===== src/rtl/ilog_pkg.sv =====
package ilog_pkg;
  localparam int BYTE_W   = 8;
  localparam int PTR_ADDR = 0;
  localparam int LOG_BASE = 1;
  typedef logic [BYTE_W-1:0] byte_t;
endpackage


===== src/rtl/ilog_edge_detect.sv =====
module ilog_edge_detect #(
  parameter int SYNC_STAGES = 2
) (
  input  logic clk_i,
  input  logic rst_ni,
  input  logic async_i,
  output logic rise_o
);
  logic [SYNC_STAGES:0] chain_q;
  logic [SYNC_STAGES:0] chain_d;

  always_comb begin
    chain_d = {chain_q[SYNC_STAGES-1:0], async_i};
  end

  always_ff @(posedge clk_i or negedge rst_ni) begin
    if (!rst_ni) begin
      chain_q <= '0;
    end else begin
      chain_q <= chain_d;
    end
  end

  // last synchronized stage high, delayed copy still low
  assign rise_o = chain_q[SYNC_STAGES-1] & ~chain_q[SYNC_STAGES];
endmodule


===== src/rtl/ilog_rec_mux.sv =====
module ilog_rec_mux
  import ilog_pkg::*;
#(
  parameter int UUID_BYTES  = 16,
  parameter int STAMP_BYTES = 7,
  localparam int REC_BYTES  = UUID_BYTES + STAMP_BYTES + 3,
  localparam int IDX_W      = $clog2(REC_BYTES)
) (
  input  logic [UUID_BYTES*BYTE_W-1:0]  uuid_i,
  input  byte_t                         slot_i,
  input  logic [STAMP_BYTES*BYTE_W-1:0] stamp_i,
  input  byte_t                         ctype_i,
  input  logic [IDX_W-1:0]              idx_i,
  output byte_t                         byte_o
);
  byte_t rec [REC_BYTES];

  for (genvar i = 0; i < UUID_BYTES; i++) begin : g_uuid
    assign rec[i] = uuid_i[BYTE_W*i +: BYTE_W];
  end

  assign rec[UUID_BYTES] = slot_i;

  for (genvar j = 0; j < STAMP_BYTES; j++) begin : g_stamp
    assign rec[UUID_BYTES+1+j] = stamp_i[BYTE_W*j +: BYTE_W];
  end

  // information nibble forced to zero, sub code constant zero
  assign rec[REC_BYTES-2] = ctype_i & 8'hF0;
  assign rec[REC_BYTES-1] = 8'h00;

  assign byte_o = (idx_i < IDX_W'(REC_BYTES)) ? rec[idx_i] : 8'h00;
endmodule


===== src/rtl/ilog_store.sv =====
module ilog_store
  import ilog_pkg::*;
#(
  parameter int DEPTH   = 417,
  localparam int ADDR_W = $clog2(DEPTH)
) (
  input  logic              clk_i,
  input  logic              we_i,
  input  logic [ADDR_W-1:0] waddr_i,
  input  byte_t             wdata_i,
  input  logic [ADDR_W-1:0] raddr_i,
  output byte_t             rdata_o
);
  byte_t mem_q [DEPTH];

  always_ff @(posedge clk_i) begin
    if (we_i) begin
      mem_q[waddr_i] <= wdata_i;
    end
  end

  assign rdata_o = (raddr_i < ADDR_W'(DEPTH)) ? mem_q[raddr_i] : 8'h00;
endmodule


===== src/rtl/ilog_writer.sv =====
module ilog_writer
  import ilog_pkg::*;
#(
  parameter int N_ENTRIES   = 16,
  parameter int UUID_BYTES  = 16,
  parameter int STAMP_BYTES = 7,
  parameter int SYNC_STAGES = 2,
  localparam int REC_BYTES  = UUID_BYTES + STAMP_BYTES + 3,
  localparam int DEPTH      = LOG_BASE + N_ENTRIES * REC_BYTES,
  localparam int ADDR_W     = $clog2(DEPTH)
) (
  input  logic                          clk_i,
  input  logic                          rst_ni,
  input  logic                          present_i,
  input  logic                          compat_i,
  input  logic [UUID_BYTES*BYTE_W-1:0]  uuid_i,
  input  logic [BYTE_W-1:0]             slot_i,
  input  logic [STAMP_BYTES*BYTE_W-1:0] stamp_i,
  input  logic [BYTE_W-1:0]             ctype_i,
  output logic                          busy_o,
  input  logic [ADDR_W-1:0]             rd_addr_i,
  output logic [BYTE_W-1:0]             rd_data_o
);
  localparam int PTR_W = $clog2(N_ENTRIES);
  localparam int IDX_W = $clog2(REC_BYTES);

  // reset: asserted asynchronously, released on the clock
  logic [1:0] rst_sync_q;
  logic       rst_n;

  always_ff @(posedge clk_i or negedge rst_ni) begin
    if (!rst_ni) begin
      rst_sync_q <= 2'b00;
    end else begin
      rst_sync_q <= {rst_sync_q[0], 1'b1};
    end
  end
  assign rst_n = rst_sync_q[1];

  // trigger qualification
  logic rise;
  ilog_edge_detect #(.SYNC_STAGES(SYNC_STAGES)) u_edge (
    .clk_i  (clk_i),
    .rst_ni (rst_n),
    .async_i(present_i),
    .rise_o (rise)
  );

  // control state
  logic             busy_q, busy_d;
  logic [IDX_W-1:0] cnt_q,  cnt_d;
  logic [PTR_W-1:0] ptr_q,  ptr_d;
  logic             start;
  logic             cap_en;

  always_comb begin
    start  = rise & compat_i & ~busy_q;
    cap_en = start;
    busy_d = busy_q;
    cnt_d  = cnt_q;
    ptr_d  = ptr_q;
    if (start) begin
      busy_d = 1'b1;
      cnt_d  = '0;
      ptr_d  = (ptr_q == PTR_W'(N_ENTRIES-1)) ? '0 : ptr_q + 1'b1;
    end else if (busy_q) begin
      if (cnt_q == IDX_W'(REC_BYTES-1)) begin
        busy_d = 1'b0;
        cnt_d  = '0;
      end else begin
        cnt_d  = cnt_q + 1'b1;
      end
    end
  end

  always_ff @(posedge clk_i or negedge rst_n) begin
    if (!rst_n) begin
      busy_q <= 1'b0;
      cnt_q  <= '0;
      ptr_q  <= PTR_W'(N_ENTRIES-1);
    end else begin
      busy_q <= busy_d;
      cnt_q  <= cnt_d;
      ptr_q  <= ptr_d;
    end
  end

  // field capture (datapath, no reset)
  logic [UUID_BYTES*BYTE_W-1:0]  cap_uuid_q;
  byte_t                         cap_slot_q;
  logic [STAMP_BYTES*BYTE_W-1:0] cap_stamp_q;
  byte_t                         cap_ctype_q;

  always_ff @(posedge clk_i) begin
    if (cap_en) begin
      cap_uuid_q  <= uuid_i;
      cap_slot_q  <= slot_i;
      cap_stamp_q <= stamp_i;
      cap_ctype_q <= ctype_i;
    end
  end

  // record byte selection
  byte_t mem_wdata;
  ilog_rec_mux #(.UUID_BYTES(UUID_BYTES), .STAMP_BYTES(STAMP_BYTES)) u_mux (
    .uuid_i (cap_uuid_q),
    .slot_i (cap_slot_q),
    .stamp_i(cap_stamp_q),
    .ctype_i(cap_ctype_q),
    .idx_i  (cnt_q),
    .byte_o (mem_wdata)
  );

  // store
  logic              mem_we;
  logic [ADDR_W-1:0] mem_waddr;
  byte_t             mem_rdata;

  assign mem_we    = busy_q;
  assign mem_waddr = ADDR_W'(LOG_BASE) + ADDR_W'(ptr_q) * ADDR_W'(REC_BYTES) + ADDR_W'(cnt_q);

  ilog_store #(.DEPTH(DEPTH)) u_store (
    .clk_i  (clk_i),
    .we_i   (mem_we),
    .waddr_i(mem_waddr),
    .wdata_i(mem_wdata),
    .raddr_i(rd_addr_i),
    .rdata_o(mem_rdata)
  );

  // registered read port
  byte_t rd_data_q, rd_data_d;

  always_comb begin
    rd_data_d = (rd_addr_i == ADDR_W'(PTR_ADDR)) ? byte_t'(ptr_q) : mem_rdata;
  end

  always_ff @(posedge clk_i or negedge rst_n) begin
    if (!rst_n) begin
      rd_data_q <= '0;
    end else begin
      rd_data_q <= rd_data_d;
    end
  end

  assign rd_data_o = rd_data_q;
  assign busy_o    = busy_q;
endmodule


===== config.mk =====
export PLATFORM = sky130hd
export DESIGN_NAME = ilog_writer
export DESIGN_NICKNAME = d
export VERILOG_FILES = /design/src/rtl/ilog_pkg.sv /design/src/rtl/ilog_edge_detect.sv /design/src/rtl/ilog_rec_mux.sv /design/src/rtl/ilog_store.sv /design/src/rtl/ilog_writer.sv
export SDC_FILE = /design/constraint.sdc
export NUM_CORES = 2
export LEC_CHECK = 0
export BUFFER_PORTS_ARGS = -buffer_cell sky130_fd_sc_hd__buf_2
export CORE_MARGIN = 5
export CORE_UTILIZATION = 40
export CTS_CLUSTER_DIAMETER = 80
export DETAILED_ROUTE_END_ITERATION = 8
export PLACE_DENSITY_LB_ADDON = 0.2
export SLEW_MARGIN = 20
export SYNTH_ARGS = -nofsm -noshare
export SYNTH_HDL_FRONTEND = slang
export SYNTH_SLANG_ARGS = --single-unit

===== constraint.sdc =====
create_clock -name clk_i -period 1 [get_ports clk_i]
set_input_delay 0.3 -clock clk_i [delete_from_list [all_inputs] [get_ports clk_i]]
set_output_delay 0.3 -clock clk_i [all_outputs]
set_load 0.05 [all_outputs]

==> flow_summary_export.csv <==
group,metric,value,unit
global_routing,maximum_number_of_pins_on_one_net_before_global_route_repair,95,
synthesis,yosys.area.top_type,"edfxtp_1",
power_and_ir_drop,clkPwrFrac,0.258,
clock_tree,clock_sink_count,3555,
placed_design,place_worst_setup_slack,-3.384,ns
power_and_ir_drop,p_sw,187300,µW
timing,slew_violations,0,
cells_and_area,final_design_area_no_fill,177800,µm²
global_routing,antenna_found_initial,30,
clock_tree,cts_max_level,5,
synthesis,post_synth_top_area_share,0.7553,
timing,final_critical_path_share_of_the_clock_period,3.729,
power_and_ir_drop,power_density,3083,nW/µm²
die,fp.dieArea,363000,µm²
min_path,worst_hold_path.num_cells,7,
synthesis,proportion_of_synthesized_chip_area_in_sequential_cells,0.7594,
timing,final.min_clock_period,3.729,ns
timing,final-hold-violation-count,0,
placed_design,placement.cell_area,160200,µm²
synthesis,number_of_enable_type_register_cells_in_the_synthesized_netlist,3532,
min_path,timing.hold.worst.class,"in2reg",
timing,worst_slew_margin_rel,0.3142,
die,core.rowCount,217,
power_and_ir_drop,combPwrFrac,0.344,
clock_tree,cts.path.max_buffers,4,
synthesis,netlist_area,140400,µm²
die,die-width,602.5,µm
worst_setup_path,worstSetupStartpointType,"flop",
timing,setup_tns_final,-15923.60,ns
global_routing,grtUsageTotal,0.2492,
clock_tree,tritoncts.num_buffers,376,
synthesis,synth_most_common_cell,"edfxtp_1",
synthesis,synth.top_cells.by_count,"3532 x edfxtp_1, 711 x mux4_2, 487 x nor2_1",
timing,rsz0062_at_grt,"true",
synthesis,synth_warnings,0,
placed_design,dpl.hpwl,317400,µm
power_and_ir_drop,worst_case_vdd_ir_drop,4.050,mV
timing,final.hold.worst_slack,0.01841,ns
cells_and_area,finish.net_count,9107,
route,post_drt_via_cell_ratio,5.794,
synthesis,number_of_synthesized_register_bits,3555,
die,ios,222,
clock_tree,cts_tree,"yes",
timing,finalSetupViolations,6895,
cells_and_area,syn_to_layout_area_delta,26.64,%
run_status,violations,"negative setup slack",
synthesis,yosys-top-cells-area,"edfxtp_1 76%, mux4_2 11%, mux2i_1 2.6%",
worst_setup_path,crit_arrival,4.36,ns
timing,max_slew.worst_pin.slew,1.029,ns
clock_tree,source_to_sink_clock_delay_at_the_later_pin_of_the_worst_skew_pair,0.96,ns
route,residual_drc,0,
global_routing,grt_overflow,0,
route,route.antenna.remaining_nets,0,
worst_setup_path,endpoint_kind,"flop",
synthesis,syn_nets,6879,
timing,clock.fmax,268.2,MHz
route,first_iter_violations,10290,
synthesis,synth.distinct_cells,90,
route,routed_wire_length_per_instance,33.52,µm
die,coreArea,349400,µm²
synthesis,netlist_instances,6647,
worst_setup_path,timing_worst_setup_path_type,"reg2reg",
clock_tree,cts-root-buf,"clkbuf_16",
worst_setup_path,worstPathMaxFanout,16,
global_routing,first_global_vias,79890,
run_status,outcome,"finished with violations",
route,drt_wl_total,462800,µm
route,route.vias.total,80000,
run,max_cap_violation_count,0,
synthesis,synth.avg_cell_area,21.13,µm²
clock_tree,clk_slew_on_worst_s_h_paths,0.06,ns
cells_and_area,drive_above_1_share,0.3717,
power_and_ir_drop,sequentialPowerShare,0.399,
route,first_pass_iters,6,
power_and_ir_drop,p_int,361000,µW
synthesis,async_reset_ff_frac,0.006470,
power_and_ir_drop,leakagePower,0.06065,µW
placed_design,placement.io_buffers,217,
worst_setup_path,reg2reg_depth,13,
power_and_ir_drop,p_total,548300,µW
synthesis,yosys_most_used_dff,"edfxtp_1",
worst_setup_path,worstPathRequired,1.63,ns
timing,final.setup_skew,0.05760,ns
power_and_ir_drop,power_switching_share,0.3416,
die,initial_utilization,0.4019,
die,floorplan.die.height,602.5,µm
timing,finalWorstSetupSlack,-2.729,ns
placed_design,gp_routability_congestion,0.9427,
global_routing,first_pass_grt_wire_length,638800,µm
==> metrics by stage <==
stage                     instances    util
after floorplan                6647       -
after global placement        12740  0.4584
after detailed placement      12740  0.4584
after CTS                     13780  0.5072
after global routing          13790  0.5088
final                         13810  0.5089
==> path summary, 6_finish.rpt <==
| check | startpoint | end | slack (ns) |
|---|---|---|---|
| worst max register to register | ptr_q[1] | u_store.mem_q[321][2] | -2.73 |
| min in group asynchronous | rst_sync_q[1] | cnt_q[3] | 0.21 |
| worst min register to register | rst_sync_q[1] | cnt_q[3] | 0.21 |
| max in group asynchronous | rst_sync_q[1] | ptr_q[0] | 0.50 |
| worst max-delay path | ptr_q[1] | u_store.mem_q[321][2] | -2.73 |
| worst min-delay path | compat_i | cnt_q[0] | 0.02 |
==> power groups by stage <==
stage / sequential [µW] / clock (µW) / combinational [µW]
after floorplan: 180000 / 0 / 32900
after global placement: 221000 / 0 / 150000
after detailed placement: 221000 / 0 / 153000
after CTS: 219000 / 143000 / 182000
after global routing: 219000 / 150000 / 193000
final: 219000 / 141000 / 188000
==> cell usage in the layout, fill, tap and decap left out, drive strengths merged, types with 62 or more instances in the layout <==
cell / count
a21oi: 98
a221oi: 62
a22oi: 65
buf: 1925
clkbuf: 447
clkinv: 162
dlygate4sd3: 311
edfxtp: 3532
mux2i: 363
mux4: 806
nand2: 245
nor2: 488
o21ai: 82
==> area by class of cell <==
| cell class | instances | area [µm²] |
|---|---|---|
| antenna | 20 | 50.05 |
| clock buffer | 444 | 9779 |
| clock inverter | 246 | 2659 |
| fill | 27470 | 171600 |
| inverter | 16 | 80.08 |
| multi-input combinational | 2686 | 31520 |
| sequential | 3555 | 106600 |
| tap | 4599 | 5754 |
| timing repair buffer | 2240 | 21350 |
==> registers in the layout (all words and copies together) (netlist names) <==
signal,cells
u_edge.chain_q,3
rd_data_o,8
busy_o,1
cap_ctype_q,4
rst_sync_q,2
ptr_q,4
cap_stamp_q,56
cap_uuid_q,128
u_store.mem_q,3336
cap_slot_q,8
cnt_q,5
==> timing repair <==
item / in CTS / in global routing
pin swaps: 27 / 14
gates cloned: 14 / 4
hold buffers: 311 / 0
endpoints found under the hold margin: 209 / 0
buffers inserted: 22 / 5
endpoints found under the setup margin: 6895 / 6895
resized for setup: 226 / 118
==> worst max-delay path, stage by stage (launching register included) <==
cell and delay, ns:
dfstp_2 0.57, buf_6 0.12, ha_4 0.20, ha_4 0.23, fa_2 0.42, a21o_1 0.20, a21oi_2 0.17, xnor2_2 0.15
buf_4 0.18, xnor2_2 0.08, or3_4 0.47, buf_16 0.23, nor2_1 0.17, buf_4 0.17
==> metal layers <==
layer  wire (µm)  part of all wire  vias up  global-route usage
met5           0                 0        -                   0
met4       21820             0.047        0             0.09752
met3       44970             0.097      808             0.05491
met2      214300              0.46     4500              0.3879
met1      181700              0.39    42360              0.3441
li1            -                 -    32320                   -
==> cell families after synthesis <==
kind of cell               share of synthesized area
xor gates and xnor gates                   0.0008732
other                                     0.00002671
muxes                                         0.1597
AOI/OAI and AO/OA                            0.02778
DFF                                           0.7594
and+or+nand+nor                              0.02693
adders and majority gates                   0.001746
buffers and inverters                        0.02351
Power figures use the tool's default switching activity.
